==> src/rtl/rtick_pkg.sv <==
// Shared constants for the tick counter: register addresses, control field
// positions and the prescale terminal-count function.
// Assumes an 8-bit bus and a 4-bit prescale code.
package rtick_pkg;
    localparam int DATA_W = 8;
    localparam int ADDR_W = 2;
    localparam int PS_W   = 4;
    localparam int PRE_W  = 10;

    localparam logic [ADDR_W-1:0] ADR_CTRL = 2'd0;
    localparam logic [ADDR_W-1:0] ADR_CNT  = 2'd1;
    localparam logic [ADDR_W-1:0] ADR_MOD  = 2'd2;

    localparam int BIT_FLAG = 7;
    localparam int BIT_IE   = 4;

    // Terminal prescaler count (divisor minus one) for a prescale code
    function automatic logic [PRE_W-1:0] term_for(input logic [PS_W-1:0] code);
        int d;
        if (code < PS_W'(8)) begin
            d = (1 << (int'(code) + 2));
        end else begin
            case (code[2:0])
                3'd0:    d = 1;
                3'd1:    d = 2;
                3'd2:    d = 5;
                3'd3:    d = 10;
                3'd4:    d = 20;
                3'd5:    d = 50;
                3'd6:    d = 100;
                default: d = 1000;
            endcase
        end
        return PRE_W'(d - 1);
    endfunction
endpackage

==> src/rtl/rtick_regs.sv <==
// Control and modulo registers with the sticky match flag.
// Produces a restart pulse on a modulo write or on a prescale code change.
// Assumes set_flag comes from the counter in the same cycle.
module rtick_regs
    import rtick_pkg::*;
#(
    parameter int DW = DATA_W,
    parameter int AW = ADDR_W,
    parameter int PW = PS_W
) (
    input  logic          clk,
    input  logic          rst_n,
    input  logic          wr,
    input  logic [AW-1:0] addr,
    input  logic [DW-1:0] wdata,
    input  logic          set_flag,
    output logic          flag,
    output logic [1:0]    src,
    output logic          ie,
    output logic [PW-1:0] ps,
    output logic [DW-1:0] modv,
    output logic          restart
);
    logic wr_ctrl, wr_mod;

    // Decode the register targets of a bus write
    always_comb begin
        wr_ctrl = wr && (addr == ADR_CTRL);
        wr_mod  = wr && (addr == ADR_MOD);
        restart = wr_mod || (wr_ctrl && (wdata[PW-1:0] != ps));
    end

    // Hold the control fields written by software
    always_ff @(posedge clk) begin
        if (!rst_n) begin
            src <= '0;
            ie  <= 1'b0;
            ps  <= '0;
        end else if (wr_ctrl) begin
            src <= wdata[6:5];
            ie  <= wdata[BIT_IE];
            ps  <= wdata[PW-1:0];
        end
    end

    // Hold the modulo value, which resets to all ones
    always_ff @(posedge clk) begin
        if (!rst_n)      modv <= '1;
        else if (wr_mod) modv <= wdata;
    end

    // Sticky flag: a match sets it, a write-one clears it, the match wins
    always_ff @(posedge clk) begin
        if (!rst_n)                          flag <= 1'b0;
        else if (set_flag)                   flag <= 1'b1;
        else if (wr_ctrl && wdata[BIT_FLAG]) flag <= 1'b0;
    end
endmodule

==> src/rtl/rtick_prescale.sv <==
// Source selection and programmable prescaler.
// Emits a one-cycle advance pulse at the end of each divide period.
// Assumes strobes are single-cycle enables in the system clock domain.
module rtick_prescale
    import rtick_pkg::*;
#(
    parameter int PW = PS_W,
    parameter int QW = PRE_W
) (
    input  logic          clk,
    input  logic          rst_n,
    input  logic          tick_lp,
    input  logic          tick_ext,
    input  logic          tick_int,
    input  logic [1:0]    src,
    input  logic [PW-1:0] ps,
    input  logic          restart,
    output logic          inc
);
    logic          strobe;
    logic          run;
    logic [QW-1:0] pcnt;
    logic [QW-1:0] term;

    // Pick the strobe named by the source field (1x is the internal one)
    always_comb begin
        if (src[1])      strobe = tick_int;
        else if (src[0]) strobe = tick_ext;
        else             strobe = tick_lp;
        run  = (ps != '0) && !restart;
        term = term_for(ps);
        inc  = run && strobe && (pcnt == term);
    end

    // Count selected strobes up to the terminal value
    always_ff @(posedge clk) begin
        if (!rst_n || !run) pcnt <= '0;
        else if (strobe)    pcnt <= (pcnt == term) ? '0 : pcnt + 1'b1;
    end
endmodule

==> src/rtl/rtick_count.sv <==
// The up counter with modulo compare. A restart has priority over an advance.
// Assumes inc is already low whenever restart is high.
module rtick_count #(
    parameter int DW = rtick_pkg::DATA_W
) (
    input  logic          clk,
    input  logic          rst_n,
    input  logic          inc,
    input  logic          restart,
    input  logic [DW-1:0] modv,
    output logic [DW-1:0] cnt,
    output logic          match
);
    // A match is an advance that finds the counter at the modulo value
    always_comb match = inc && (cnt == modv);

    // Advance, wrap on match, clear on restart
    always_ff @(posedge clk) begin
        if (!rst_n || restart) cnt <= '0;
        else if (match)        cnt <= '0;
        else if (inc)          cnt <= cnt + 1'b1;
    end
endmodule

==> src/rtl/rtick_timer.sv <==
// Top level of the modulo tick counter: bus read mux, register block,
// prescaler and counter. Read data is combinational from the address.
module rtick_timer
    import rtick_pkg::*;
#(
    parameter int DW = DATA_W,
    parameter int AW = ADDR_W,
    parameter int PW = PS_W,
    parameter int QW = PRE_W
) (
    input  logic          clk,
    input  logic          rst_n,
    input  logic          tick_lp,
    input  logic          tick_ext,
    input  logic          tick_int,
    input  logic          bus_wr,
    input  logic [AW-1:0] bus_addr,
    input  logic [DW-1:0] bus_wdata,
    output logic [DW-1:0] bus_rdata,
    output logic          irq
);
    logic          flag, ie, restart, inc, match;
    logic [1:0]    src;
    logic [PW-1:0] ps;
    logic [DW-1:0] modv, cnt;

    rtick_regs #(.DW(DW), .AW(AW), .PW(PW)) u_regs (
        .clk(clk), .rst_n(rst_n), .wr(bus_wr), .addr(bus_addr),
        .wdata(bus_wdata), .set_flag(match), .flag(flag), .src(src),
        .ie(ie), .ps(ps), .modv(modv), .restart(restart)
    );

    rtick_prescale #(.PW(PW), .QW(QW)) u_pre (
        .clk(clk), .rst_n(rst_n), .tick_lp(tick_lp), .tick_ext(tick_ext),
        .tick_int(tick_int), .src(src), .ps(ps), .restart(restart), .inc(inc)
    );

    rtick_count #(.DW(DW)) u_cnt (
        .clk(clk), .rst_n(rst_n), .inc(inc), .restart(restart),
        .modv(modv), .cnt(cnt), .match(match)
    );

    // Read mux and interrupt output
    always_comb begin
        case (bus_addr)
            ADR_CTRL: bus_rdata = {flag, src, ie, ps};
            ADR_CNT:  bus_rdata = cnt;
            ADR_MOD:  bus_rdata = modv;
            default:  bus_rdata = '0;
        endcase
        irq = flag && ie;
    end
endmodule

==> config.mk <==
export PLATFORM = sky130hd
export DESIGN_NAME = rtick_timer
export DESIGN_NICKNAME = d
export VERILOG_FILES = /design/src/rtl/rtick_pkg.sv /design/src/rtl/rtick_regs.sv /design/src/rtl/rtick_prescale.sv /design/src/rtl/rtick_count.sv /design/src/rtl/rtick_timer.sv
export SDC_FILE = /design/constraint.sdc
export NUM_CORES = 1
export LEC_CHECK = 0
export BUFFER_PORTS_ARGS = -buffer_cell sky130_fd_sc_hd__buf_2
export CORE_ASPECT_RATIO = 1.4
export CORE_MARGIN = 2
export CORE_UTILIZATION = 30
export CTS_CLUSTER_DIAMETER = 80
export DETAILED_ROUTE_END_ITERATION = 6
export PLACE_DENSITY = 0.46
export REMOVE_ABC_BUFFERS = 1
export SYNTH_ARGS = -nofsm -noshare
export SYNTH_HDL_FRONTEND = slang
export SYNTH_SLANG_ARGS = --single-unit
==> constraint.sdc <==
create_clock -name clk -period 4.88 [get_ports clk]
set_input_delay 0.488 -clock clk [delete_from_list [all_inputs] [get_ports clk]]
set_output_delay 0.488 -clock clk [all_outputs]
set_load 0.02 [all_outputs]
==> results of run 1 <==
[final cells by class]
| cell class | instances | area share |
|---|---|---|
| multi-input combinational | 233 | 0.5967 |
| inverter | 6 | 0.008746 |
| sequential | 34 | 0.2643 |
| tap | 97 | 0.04713 |
| clock inverter | 2 | 0.003887 |
| clock buffer | 5 | 0.02672 |
| timing repair buffer | 26 | 0.05248 |
[power breakdown]
| group | switching [W] | total, W | internal, W |
|---|---|---|---|
| Sequential | 0.00000913 | 0.000292 | 0.000283 |
| Combinational | 0.0000535 | 0.0000934 | 0.0000399 |
| Clock | 0.000105 | 0.000201 | 0.0000958 |
| Total | 0.000168 | 0.000587 | 0.000419 |
[stage by stage]
| stage | utilization | hold slack [ns] |
|---|---|---|
| floorplan | - | 0.4734 |
| global placement | 0.3370 | 0.4956 |
| detailed placement | 0.3370 | 0.4999 |
| CTS | 0.3476 | 0.4220 |
| global route | 0.3476 | 0.4359 |
| finish | 0.3476 | 0.4305 |
[logic make-up after synthesis]
kind of cell,share of synthesized area
AOI/OAI and AO/OA,0.1375
adders and majority gates,0.03234
xor gates and xnor gates,0.1412
buffers and inverters,0.04690
and+or+nand+nor,0.2798
muxes,0.06900
DFF,0.2933
[synth_stat cells, types with 2 or more instances]
library cell / instances / share of area
nand2_1: 35 / 0.057
dfxtp_1: 34 / 0.29
xnor2_1: 19 / 0.072
o21ai_0: 18 / 0.039
mux2i_1: 16 / 0.069
nand3_1: 16 / 0.035
nor2_1: 15 / 0.024
nor2b_1: 14 / 0.038
xor2_1: 14 / 0.053
a21oi_1: 12 / 0.026
nand4_1: 8 / 0.022
clkbuf_1: 7 / 0.011
or3_1: 7 / 0.019
buf_2: 6 / 0.013
ha_1: 6 / 0.032
and3_1: 5 / 0.013
inv_1: 5 / 0.0081
and2_1: 4 / 0.011
nor4_1: 4 / 0.011
o21ai_1: 4 / 0.0086
buf_4: 3 / 0.0097
nor3b_1: 3 / 0.0097
o22ai_1: 3 / 0.0081
a22oi_1: 2 / 0.0065
a31oi_1: 2 / 0.0054
buf_1: 2 / 0.0032
nand2b_1: 2 / 0.0054
nand3b_1: 2 / 0.0065
nor2_2: 2 / 0.0054
o31a_1: 2 / 0.0075
[state kept, by name, indices dropped and copies added (netlist names)]
signal	count
u_regs.ie	1
u_cnt.cnt	8
u_regs.src	2
u_regs.modv	8
u_regs.ps	4
u_pre.pcnt	10
u_regs.flag	1
[worst max path at each step]
stage	depth (start not counted)	to	startpoint
after floorplan	13	u_cnt.cnt[3]	u_regs.ps[1]
after global placement	12	u_cnt.cnt[7]	u_regs.ps[2]
after detailed placement	12	u_cnt.cnt[5]	u_regs.ps[2]
after CTS	12	u_cnt.cnt[5]	u_regs.ps[2]
after global routing	12	u_cnt.cnt[5]	u_regs.ps[2]
final	12	u_cnt.cnt[5]	u_regs.ps[2]
[worst register-to-register path, stage by stage (launching register included)]
cell	delay, ns
dfxtp_1	0.69
ha_1	0.43
nor2b_1	0.18
and2_1	0.16
o21bai_1	0.21
ha_1	0.22
xor2_1	0.18
xnor2_1	0.14
nand3_1	0.09
or3_1	0.32
or4_1	0.80
or3_1	0.45
a21oi_1	0.14
[metal layers]
metal	GRT usage	share of wire
met1	0.1951	0.48
met2	0.2525	0.49
met3	0.02838	0.024
met4	0.03383	0.0075
met5	0	0
==> impl_metrics.json, run 1 <==
{
  "outcome": "complete, no violations",
  "final_common_cell": "nand2_1",
  "ant_nets": 0,
  "pwr_density_cell_mw_per_mm2": 227.9,
  "cp_top_family": "simple AND/OR/NAND/NOR gates",
  "port_buffers": 24,
  "setup_viol": 0,
  "fill_cells": 802,
  "min_path_cells": 3,
  "r2r_cells": 12,
  "clock.fmax_mhz": 245.8,
  "peakVddDrop_mv": 0.1044,
  "fin_crit_ns": 4.069,
  "cp.required_ns": 5.10,
  "crit_arrival_ns": 4.29,
  "cp_max_fo": 18,
  "fin_cells": 403,
  "cts_setup_buffers": 0,
  "period_share": 0.8337,
  "dp_hpwl_mm": 4.352,
  "clock-sinks": 34,
  "cp_cell_sequence": "ha_1 > nor2b_1 > and2_1 > o21bai_1 > ha_1 > xor2_1 > xnor2_1 > nand3_1 > or3_1 > or4_1 > or3_1 > a21oi_1",
  "yosysSeqAreaShare": 0.2933,
  "synth_edf_count": 0,
  "placed_area_mm2": 0.002496,
  "grt_pass1_vias": 1945,
  "drt_pass1_iterations": 4,
  "layout_setup_ws_ns": 0.8114,
  "yosysWarnings": 0,
  "rsz0062_at_grt": "no",
  "die_w_um": 78.34,
  "cts_buffers": 5,
  "top_level_ports": 25,
  "ys_async_sr_fraction": 0,
  "path_clk_slew_ns": 0.07,
  "worstHoldPathType": "in -> reg",
  "clockBufferDepth": 2,
  "worstMarginPinSlew_ns": 1.018,
  "wire_per_inst_um": 14.58,
  "first_iter_violations": 63,
  "r2r_start": "u_regs.ps[2]",
  "seq_area_um2": 680.7,
  "fin_area_mm2": 0.002575,
  "die_area_mm2": 0.008466,
  "syn2layout_area_growth_pct": 10.94,
  "regToRegSetupSlack_ns": 0.81,
  "synth_cell_type_count": 49,
  "routed-via-count": 1954,
  "synth_top_flop_cell": "dfxtp_1",
  "multi_input_area_mm2": 0.001536,
  "syn_avg_cell_area_um2": 7.976,
  "antenna_found_initial": 0,
  "drc": 0,
  "dpl.cell_count": 396,
  "ys_seq_elements": 34,
  "detail_route.vias_per_cell": 4.849,
  "place_ws_ns": 0.8318,
  "htreeDepth": 2,
  "initial_core_util": 0.3133,
  "cts_resized": 0,
  "antennaDiodeCount": 0,
  "cts_root_buf": "clkbuf_8",
  "r2r_end": "u_cnt.cnt[5]",
  "nets": 328,
  "final_cell_mix": "35 x nand2_1, 34 x dfxtp_1, 24 x buf_2",
  "max-slew-margin-rel": 0.3183,
  "design.core.area_mm2": 0.007407,
  "track_usage": 0.1486,
  "slew_violations": 0,
  "netlist_area_mm2": 0.002321,
  "maxCapViolations": 0,
  "fin_skew_ns": 0.005415,
  "cp_slowest_cell": "or4_1",
  "rows": 37,
  "drive_above_1_share": 0.1340,
  "crit_buf_inv": 0,
  "clkLatencyLatePin_ns": 0.28,
  "hold_violations": 0,
  "syn_inst": 291,
  "min_to": "u_regs.modv[7]",
  "grt_first_pass_wirelength_mm": 9.977,
  "setup-tns-final_ns": 0,
  "endpoint_kind": "flip-flop",
  "critPathLaunchType": "flip-flop",
  "grt_remaining_overflow": 0,
  "place.gp.congestion": 0.8436,
  "total_power_w": 0.0005867,
  "cts_hold_buffers": 0,
  "worstSetupPathType": "reg -> reg",
  "leakagePower_nw": 0.9883,
  "tritoncts": "built",
  "drt-total-wl_mm": 5.874,
  "die_y_um": 108.1,
  "grt_start_max_net_pins": 20,
  "slowest_delay_ns": 0.80,
  "hold_start": "bus_wdata[7]"
}
Power figures use the tool's default switching activity.
==> run 2: changes to the inputs <==
- clock period: 4.88 -> 3.96 ns (I/O delays scaled with it)
==> run 2 against run 1 <==
Against the previous run:
- clock power is 36% higher
- count of clock-buffer cells in the layout is 1 higher
- worst hold slack worse by 0.094 ns
- critical endpoint is now u_cnt.cnt[7]
==> impl_metrics.json, run 2 (same netlist as run 1, synthesis figures left out) <==
{
  "cts_buffers": 5,
  "peakVddDrop_mv": 0.1333,
  "setup-tns-final_ns": 0,
  "leakagePower_nw": 1.022,
  "crit_buf_inv": 0,
  "first_iter_violations": 98,
  "r2r_end": "u_cnt.cnt[7]",
  "ant_nets": 0,
  "pwr_density_cell_mw_per_mm2": 285.3,
  "cp.required_ns": 4.18,
  "largest_reg_flops": 10,
  "cp_max_fo": 16,
  "max-slew-margin-rel": 0.6597,
  "hold_violations": 0,
  "path_clk_slew_ns": 0.08,
  "htreeDepth": 2,
  "cp_top_family": "simple AND/OR/NAND/NOR gates",
  "crit_arrival_ns": 3.89,
  "track_usage": 0.1500,
  "endpoint": "u_cnt.cnt[7]",
  "clkLatencyLatePin_ns": 0.29,
  "grt_first_pass_wirelength_mm": 10.04,
  "antennaDiodeCount": 0,
  "critPathLaunchType": "flip-flop",
  "rows": 37,
  "regMostFlops": "u_pre.pcnt",
  "drt-total-wl_mm": 5.947,
  "antenna_found_initial": 0,
  "crit_cells": 12,
  "die_y_um": 108.1,
  "place_ws_ns": 0.2951,
  "rsz0062_at_grt": "no",
  "port_buffers": 24,
  "cp-startpoint": "u_regs.ps[2]",
  "fin_crit_ns": 3.672,
  "layout_setup_ws_ns": 0.2884,
  "grt_pass1_vias": 2077,
  "drive_above_1_share": 0.1534,
  "final_common_cell": "nand2_1",
  "place.gp.congestion": 0.8284,
  "outcome": "complete, no violations",
  "wire_per_inst_um": 14.50,
  "cp_cell_sequence": "ha_1 > nor2b_1 > and2_1 > o21bai_1 > ha_1 > xor2_1 > xnor2_1 > nand3_1 > or3_1 > or4_1 > or3_1 > a21oi_1",
  "worstHoldPathType": "in -> reg",
  "period_share": 0.9272,
  "initial_core_util": 0.3133,
  "r2r_cells": 12,
  "reg_top3": "u_pre.pcnt: 10 flops, u_cnt.cnt: 8 flops, u_regs.modv: 8 flops",
  "nets": 334,
  "clock.fmax_mhz": 272.4,
  "cts_hold_buffers": 0,
  "endpoint_kind": "flip-flop",
  "worstSetupPathType": "reg -> reg",
  "clockBufferDepth": 2,
  "clock-sinks": 34,
  "routed-via-count": 2030,
  "maxCapViolations": 0,
  "slew_violations": 0,
  "dp_hpwl_mm": 4.551,
  "slowest_delay_ns": 0.80,
  "regToRegSetupSlack_ns": 0.29,
  "cts_setup_buffers": 0,
  "drc": 0,
  "drt_pass1_iterations": 4,
  "setup_viol": 0,
  "fin_skew_ns": 0.006967,
  "top_level_ports": 25,
  "die_area_mm2": 0.008466,
  "syn2layout_area_growth_pct": 13.58,
  "cp_slowest_cell": "or4_1",
  "design.core.area_mm2": 0.007407,
  "grt_remaining_overflow": 0,
  "tritoncts": "built",
  "die_w_um": 78.34,
  "cts_resized": 0,
  "final_cell_mix": "35 x nand2_1, 34 x dfxtp_1, 24 x buf_2",
  "worstMarginPinSlew_ns": 0.5104,
  "cts_root_buf": "clkbuf_8",
  "grt_start_max_net_pins": 27,
  "detail_route.vias_per_cell": 4.951,
  "r2r_start": "u_regs.ps[2]"
}
run 2: tightest hold or removal path: cells and delay by family:
kind	cells	cell delay, ns
simple gates	2	0.10
buf+inv	1	0.09
run 2: metal layers:
layer / GRT usage / vias up / part of all wire
met3: 0.02588 / 10 / 0.029
met2: 0.2740 / 36 / 0.51
li1: - / 1055 / -
met4: 0.05388 / 0 / 0.021
met5: 0 / - / 0
met1: 0.1747 / 929 / 0.44
run 2: layout make-up:
class,instances,area (um^2)
flip-flops and latches,34,680.7
clock inverters,2,12.51
fillers,817,4771
clock buffers,6,82.58
inverters,6,22.52
repair buffers,32,180.2
multi-input cells,233,1536
well taps,97,121.4
run 2: report_power, final:
part	total (W)	switching (W)	internal, W	leakage, nW
clock network	0.000274	0.000134	0.000140	0.0472
logic	0.000121	0.0000691	0.0000521	0.699
registers	0.000357	0.00000805	0.000349	0.276
total	0.000752	0.000211	0.000541	1.02
run 2: how the worst min path moves through the flow:
stage,startpoint,end,slack [ns],cells after the start
6_report,bus_wdata[5],u_regs.modv[5],0.34,3
2_1_floorplan,rst_n,u_regs.modv[0],0.47,1
3_5_place_dp,u_regs.modv[1],u_regs.modv[1],0.49,2
4_1_cts,bus_wdata[4],u_regs.modv[4],0.33,3
5_1_grt,bus_wdata[5],u_regs.modv[5],0.35,3
3_3_place_gp,u_regs.modv[1],u_regs.modv[1],0.49,2
run 2: through the flow:
step / area, um^2 / cells / power, W / util / hold slack (ns)
5_1_grt: 2636 / 410 / 0.0007924 / 0.3559 / 0.3453
3_3_place_gp: 2541 / 402 / 0.0004878 / 0.3431 / 0.4893
2_1_floorplan: 2235 / 273 / 0.0004416 / - / 0.4678
4_1_cts: 2636 / 410 / 0.0007650 / 0.3559 / 0.3289
6_report: 2636 / 410 / 0.0007521 / 0.3559 / 0.3366
3_5_place_dp: 2541 / 402 / 0.0004874 / 0.3431 / 0.4936
